--- src/rtl/scanline_irq_pkg.sv ---
package scanline_irq_pkg;
  localparam int unsigned REG_W = 8;

  typedef enum logic {
    SEL_CMP  = 1'b0,
    SEL_CTRL = 1'b1
  } reg_sel_e;

  typedef struct packed {
    logic pending;
    logic in_frame;
  } irq_state_t;
endpackage

--- src/rtl/sirq_regs.sv ---
module sirq_regs
  import scanline_irq_pkg::*;
#(
  parameter int unsigned DATA_W = REG_W,
  localparam int unsigned EN_BIT = DATA_W - 1,
  localparam int unsigned PAD_W  = DATA_W - 2
) (
  input  logic              clk,
  input  logic              rst,
  input  logic              cpu_we,
  input  logic              cpu_re,
  input  logic              cpu_sel,
  input  logic [DATA_W-1:0] cpu_wdata,
  input  irq_state_t        st,
  output logic [DATA_W-1:0] cmp_val,
  output logic              irq_en,
  output logic              ack,
  output logic [DATA_W-1:0] cpu_rdata
);
  logic wr_cmp, wr_ctrl;

  assign wr_cmp  = cpu_we && (reg_sel_e'(cpu_sel) == SEL_CMP);
  assign wr_ctrl = cpu_we && (reg_sel_e'(cpu_sel) == SEL_CTRL);
  assign ack     = cpu_re && (reg_sel_e'(cpu_sel) == SEL_CTRL);

  always_ff @(posedge clk) begin
    if (rst) begin
      cmp_val <= '0;
      irq_en  <= 1'b0;
    end else begin
      if (wr_cmp)  cmp_val <= cpu_wdata;
      if (wr_ctrl) irq_en  <= cpu_wdata[EN_BIT];
    end
  end

  always_comb begin
    cpu_rdata = '0;
    if (ack) cpu_rdata = {st.pending, st.in_frame, {PAD_W{1'b0}}};
  end

  p_cmp_wr_r1: assert property (@(posedge clk) disable iff (rst)
    (cpu_we && !cpu_sel) |=> cmp_val == $past(cpu_wdata));
  p_enable_wr_r2: assert property (@(posedge clk) disable iff (rst)
    (cpu_we && cpu_sel) |=> irq_en == $past(cpu_wdata[EN_BIT]));
endmodule

--- src/rtl/sirq_counter.sv ---
module sirq_counter #(
  parameter int unsigned CNT_W = 8
) (
  input  logic             clk,
  input  logic             rst,
  input  logic             line_strobe,
  input  logic             render_on,
  input  logic [CNT_W-1:0] cmp_val,
  input  logic             ack,
  output logic             pending,
  output logic             in_frame
);
  logic [CNT_W-1:0] cnt, cnt_inc;
  logic             line_ev, frame_start, hit;

  assign line_ev     = render_on && line_strobe;
  assign frame_start = line_ev && !in_frame;
  assign cnt_inc     = cnt + 1'b1;
  assign hit         = line_ev && in_frame && (cnt_inc == cmp_val);

  always_ff @(posedge clk) begin
    if (rst) begin
      in_frame <= 1'b0;
      cnt      <= '0;
    end else if (!render_on) begin
      in_frame <= 1'b0;
    end else if (line_strobe) begin
      if (!in_frame) begin
        in_frame <= 1'b1;
        cnt      <= '0;
      end else begin
        cnt <= cnt_inc;
      end
    end
  end

  always_ff @(posedge clk) begin
    if (rst)                      pending <= 1'b0;
    else if (hit)                 pending <= 1'b1;
    else if (ack || frame_start)  pending <= 1'b0;
  end

  p_inactive_clears_r4: assert property (@(posedge clk) disable iff (rst)
    !render_on |=> !in_frame);
  p_inactive_holds_r4: assert property (@(posedge clk) disable iff (rst)
    (!render_on && !ack) |=> pending == $past(pending));
  p_frame_start_r5: assert property (@(posedge clk) disable iff (rst)
    (render_on && line_strobe && !in_frame) |=> (in_frame && !pending));
  p_pend_cause_r6: assert property (@(posedge clk) disable iff (rst)
    $rose(pending) |-> $past(render_on && line_strobe && in_frame));
  p_ack_clears_r3: assert property (@(posedge clk) disable iff (rst)
    (ack && !(render_on && line_strobe && in_frame)) |=> !pending);
  p_match_wins_r10: assert property (@(posedge clk) disable iff (rst)
    (ack && render_on && line_strobe && in_frame && (cnt + 1'b1 == cmp_val)) |=> pending);
endmodule

--- src/rtl/scanline_irq.sv ---
module scanline_irq
  import scanline_irq_pkg::*;
#(
  parameter int unsigned DATA_W = REG_W
) (
  input  logic              clk,
  input  logic              rst,
  input  logic              line_strobe,
  input  logic              render_on,
  input  logic              cpu_we,
  input  logic              cpu_re,
  input  logic              cpu_sel,
  input  logic [DATA_W-1:0] cpu_wdata,
  output logic [DATA_W-1:0] cpu_rdata,
  output logic              irq_n
);
  irq_state_t        st;
  logic [DATA_W-1:0] cmp_val;
  logic              irq_en, ack;

  sirq_regs #(.DATA_W(DATA_W)) u_regs (
    .clk(clk), .rst(rst), .cpu_we(cpu_we), .cpu_re(cpu_re), .cpu_sel(cpu_sel),
    .cpu_wdata(cpu_wdata), .st(st), .cmp_val(cmp_val), .irq_en(irq_en),
    .ack(ack), .cpu_rdata(cpu_rdata)
  );

  sirq_counter #(.CNT_W(DATA_W)) u_cnt (
    .clk(clk), .rst(rst), .line_strobe(line_strobe), .render_on(render_on),
    .cmp_val(cmp_val), .ack(ack), .pending(st.pending), .in_frame(st.in_frame)
  );

  // both sources are registers, so the line follows them with no extra stage
  assign irq_n = ~(st.pending & irq_en);

  p_disable_keeps_r9: assert property (@(posedge clk) disable iff (rst)
    (cpu_we && cpu_sel && !cpu_wdata[DATA_W-1] && !cpu_re && !render_on && !irq_n) |=> (irq_n && st.pending));
endmodule

--- config.mk ---
export PLATFORM = sky130hd
export DESIGN_NAME = scanline_irq
export DESIGN_NICKNAME = d
export VERILOG_FILES = /design/src/rtl/scanline_irq_pkg.sv /design/src/rtl/sirq_regs.sv /design/src/rtl/sirq_counter.sv /design/src/rtl/scanline_irq.sv
export SDC_FILE = /design/constraint.sdc
export NUM_CORES = 1
export LEC_CHECK = 0
export BUFFER_PORTS_ARGS = -buffer_cell sky130_fd_sc_hd__buf_2
export CAP_MARGIN = 30
export CORE_MARGIN = 4
export CORE_UTILIZATION = 52
export DETAILED_ROUTE_END_ITERATION = 16
export PLACE_DENSITY = 0.77
export SYNTH_ARGS = -nofsm -noshare
export SYNTH_HDL_FRONTEND = slang
export SYNTH_SLANG_ARGS = --single-unit
export TNS_END_PERCENT = 100
--- constraint.sdc ---
create_clock -name clk -period 1.97 [get_ports clk]
set_clock_uncertainty 0.05 [all_clocks]
set_input_delay 0.0985 -clock clk [delete_from_list [all_inputs] [get_ports clk]]
set_output_delay 0.0985 -clock clk [all_outputs]
set_load 0.02 [all_outputs]
Word-level counts from Yosys, hierarchy flattened:

Cells that the tools add are included.

* add/subtract/negate cells: 1
* eq/ne operators: 1
* multiplexer cells: 4
* bitwise gates (word level): 4
* reduce and logical (&&, ||, !) cells: 12

Operators by type and width (number)
* $mux 8: 2
* $add 8x1->8 const B: 1
* $eq 8x8->1: 1
* $logic_and 1x1->1: 7
* $not 1->1: 3
* $mux 1: 2
* $reduce_and 2->1: 1
* $reduce_bool 2->1: 1
* $reduce_or 2->1: 1
* $and 1x1->1: 1
* $logic_not 1->1: 1
* $logic_or 1x1->1: 1

* register bits: 19
* input bits: 15
* logic and storage cells: 27

Logic depth before layout (Yosys ltp):

* depth in word-level cells: 5
* gate-level depth with buffers: 6
* gate-level depth less buffers: 6

Modules after synthesis:

From an unflattened synthesis, not the netlist that was laid out.

* cell total of the unflattened synthesis: 137
* area, all modules: 1161.1 um2

By module, submodules not included
* sirq_counter: times used 1, cells each 86, area an instance 680.7 um2, sequential area each 200.2 um2
* sirq_regs: times used 1, cells each 50, area an instance 476.7 um2, sequential area each 180.2 um2
* scanline_irq: times used 1, cells each 1, area an instance 3.8 um2, sequential area each 0.0 um2

Worst setup path after synthesis:

No wires, ideal clock.

* path kind: flip-flop to flip-flop
* start point: reg u_cnt.cnt[0]
* end point: reg u_cnt.cnt[6]
* setup time: 128 ps
* arrival: 1478 ps
* setup slack: 314 ps
* stages on the path, launching flop included: 7
* period minus slack after synthesis: 1656 ps
* cell sequence: dfxtp_1 > ha_1 > nand3_1 > nor2_1 > mux2_2 > a22oi_1 > nor2_1

* longest elaborated chain between the ends: 2

RTL lines
* start: declaration: RTL line sirq_counter.sv:13 `logic [CNT_W-1:0] cnt, cnt_inc;`
* start signal: assignment: RTL line sirq_counter.sv:32 `cnt <= cnt_inc;`
* $add 8x1->8: RTL line sirq_counter.sv:18 `assign cnt_inc = cnt + 1'b1;`
* $mux 8: RTL line sirq_counter.sv:28 `if (!in_frame) begin`

No other way between the ends.
A chain may end at the register's enable or synchronous reset.

Worst setup path in the final report:

Same ends and word-level chain as after synthesis.

==> metrics.yaml <==
power_and_ir_drop:
  p_comb_frac: 0.132
  ir_drop_v: 0.000410
  power_frac_clock: 0.286
  switching_power_mw: 0.177
  powerDensity_nw_per_um2: 562
  p_leak_nw: 0.520
  p_sw_frac: 0.256
  power_frac_seq: 0.582
  p_int_mw: 0.514
status:
  outcome: "completed"
cells_and_area:
  drive_gt1_frac: 0.173
  design_area_um2: 1230
  nNetsFinal: 167
  n_fill_cell: 174
  antenna_cells: 0
  syn_to_final_growth_pct: 15.8
  fin_util: 0.633
sta:
  min_period_ns: 1.81
  setup_violations: 0
  fin_tns_setup_ns: 0
  tightest_slew_ns: 0.506
  max_freq_ghz: 0.551
  finalCritPeriodShare: 0.921
  slew_headroom: 0.662
  hold_viol: 0
  slew_violations: 0
route:
  vias: 953
  dr.first_iter.drc_count: 17
  routed_wl_um: 2130
  drtPass1Iterations: 4
  drc: 0
  ant_nets: 0
  post_drt_via_cell_ratio: 5.38
  wire_per_inst_um: 12.0
clock_network:
  clk_pin_slew_worst_paths_ns: 0.11
  clock-sinks: 19
  postCtsSetupRepairBufs: 0
  cts.path.max_buffers: 2
  clockRootBuffer: "clkbuf_4"
  cts_tree: "done"
  htree_levels: 1
  cts_buffers: 3
  clk-insertion-delay-late_ns: 0.30
min_path:
  min_path_cells: 3
  hold_start: "cpu_wdata[7]"
  holdCritPathClass: "in -> reg"
  whs_endpoint: "u_regs.cmp_val[7]$_SDFFE_PP0P_"
flow_run:
  max_cap_violations: 0
setup_path:
  cpMostUsedCell: "nor2_1"
  r2r_slack_ns: 0.16
  cp.required_ns: 2.11
  worst-path-buf-inv: 0
  start_kind: "flop"
  worst_ep_arrival_time_ns: 1.95
  path_max_fanout: 7
  crit_slowest_cell: "dfxtp_1"
  worstSetupPathType: "reg -> reg"
  worstPathCellList: "ha_2 > nand3_1 > nor2_1 > mux2_2 > a22oi_1 > nor2_1"
  slowest_delay_ns: 0.47
  cp_top_family: "flip-flops"
  ff2ff_path_depth: 6
  reg2reg_to: "u_cnt.cnt[6]$_SDFFE_PP0P_"
  r2r-start: "u_cnt.cnt[0]$_SDFFE_PP0P_"
  crit_path_end_kind: "flop"
place:
  place_area_um2: 1130
  io_buffers: 17
  finalWeightedCongestion: 0.776
  hpwlAfterDp_um: 1540
logic_synthesis:
  synth-warning-count: 0
  ys_seq_area_frac: 0.358
  yosysTopAreaCell: "dfxtp_1"
  yosysTopAreaCellShare: 0.358
  synth_area_um2: 1060
  post-synth-top-count-cell: "nor2_1"
  async_flop_share: 0
  synthTopCellsByArea: "dfxtp_1 36%, nor2_1 7.8%, mux2i_1 7.5%"
  synth_cell_types: 31
  synthFlopType: "dfxtp_1"
  synth-seq-cells: 19
  synth_edf_count: 0
  syn_inst: 129
  ys_top_cells_by_count: "22 x nor2_1, 19 x dfxtp_1, 9 x nand2_1"
  avgSynthCellArea_um2: 8.23
die:
  coreArea_um2: 1940
  die_h_um: 53.2
  io_pins: 24
  start_util: 0.547
  fp.dieW_um: 53.2
  rows: 16
  dieArea_um2: 2830
grt:
  grt-ovfl-total: 0
  grt_max_degree: 20
  grt_pass1_vias: 914
  antenna_found_initial: 0
  grt_usage: 0.172
  grt_pass1_wl_um: 3680
registers in the layout, summed over array words and instances, names as in the netlist:
name and flops:
u_regs.cmp_val 8, u_cnt.pending 1, u_cnt.cnt 8, u_cnt.in_frame 1
u_regs.irq_en 1
power groups by stage:
stage	Sequential [mW]	Clock [mW]	Combinational (mW)
CTS	0.402	0.202	0.0906
global placement	0.411	0	0.0775
floorplan	0.409	0	0.0627
global route	0.404	0.219	0.101
finish	0.402	0.197	0.0913
detailed placement	0.411	0	0.0798
metal layers:
metal / vias up / global-route usage / wire [µm]
li1: 477 / - / -
met1: 448 / 0.229 / 987
met5: - / 0 / 0
met2: 22 / 0.269 / 1010
met3: 6 / 0.0169 / 86
met4: 0 / 0.0979 / 46
placed cells by master, fill, tap and decap left out, types with 3 or more instances in the layout:
master / count
dlygate4sd3_1: 7
conb_1: 6
dfxtp_1: 19
a22oi_1: 6
inv_1: 3
mux2i_1: 8
nand4_1: 5
buf_2: 17
nand2_1: 9
a21oi_1: 3
nand3_1: 3
clkbuf_4: 3
xor2_1: 5
mux2_2: 3
o21ai_0: 4
nor2_1: 22
xnor2_1: 4
worst min-delay path: stages:
cell     delay, ns
buf_2         0.09
mux2i_1       0.06
nor2_1        0.07
repair_timing:
action                     CTS  global route
gates resized for setup      0             1
hold endpoints to repair     7             0
hold buffers                 7             0
setup endpoints to repair    0             1
through the flow:
stage / power [mW] / setup slack, ns / hold slack [ns] / instances
2_1_floorplan: 0.471 / 0.314 / 0.159 / 134
3_3_place_gp: 0.488 / 0.235 / 0.281 / 166
3_5_place_dp: 0.491 / 0.158 / 0.289 / 166
4_1_cts: 0.695 / 0.137 / 0.0000555 / 177
5_1_grt: 0.724 / -0.00652 / 0.00131 / 177
6_report: 0.691 / 0.156 / 0.00258 / 177
how the worst max path moves through the flow:
stage	slack, ns	end	cells past startpoint	start
2_1_floorplan	0.31	u_cnt.cnt[6]$_SDFFE_PP0P_	6	u_cnt.cnt[0]$_SDFFE_PP0P_
3_3_place_gp	0.24	u_cnt.cnt[6]$_SDFFE_PP0P_	6	u_cnt.cnt[0]$_SDFFE_PP0P_
3_5_place_dp	0.16	u_cnt.cnt[6]$_SDFFE_PP0P_	6	u_cnt.cnt[0]$_SDFFE_PP0P_
4_1_cts	0.14	u_cnt.cnt[6]$_SDFFE_PP0P_	6	u_cnt.cnt[0]$_SDFFE_PP0P_
5_1_grt	-0.007	u_cnt.cnt[6]$_SDFFE_PP0P_	6	u_cnt.cnt[0]$_SDFFE_PP0P_
6_report	0.16	u_cnt.cnt[6]$_SDFFE_PP0P_	6	u_cnt.cnt[0]$_SDFFE_PP0P_
area by class of cell:
type                            count  area, µm²  share of cell area
Clock buffer                        4       26.3              0.0214
Multi-Input combinational cell     98        608               0.494
Sequential cell                    19        380               0.309
Inverter                            3       11.3             0.00916
Tap cell                           27       33.8              0.0275
Timing Repair Buffer               26        170               0.138
cells by family (layout without fill, tap and decap cells):
kind of cell / after synthesis / after routing / synth area share
other: 1 / 6 / 0.00353
adders and majority gates: 1 / 1 / 0.0118
buffers and inverters: 17 / 33 / 0.0895
AOI/OAI and AO/OA: 22 / 22 / 0.140
and+or+nand+nor: 49 / 49 / 0.216
DFF: 19 / 19 / 0.358
muxes: 11 / 11 / 0.107
xor gates and xnor gates: 9 / 9 / 0.0742
(Power assumes the default switching activity.)
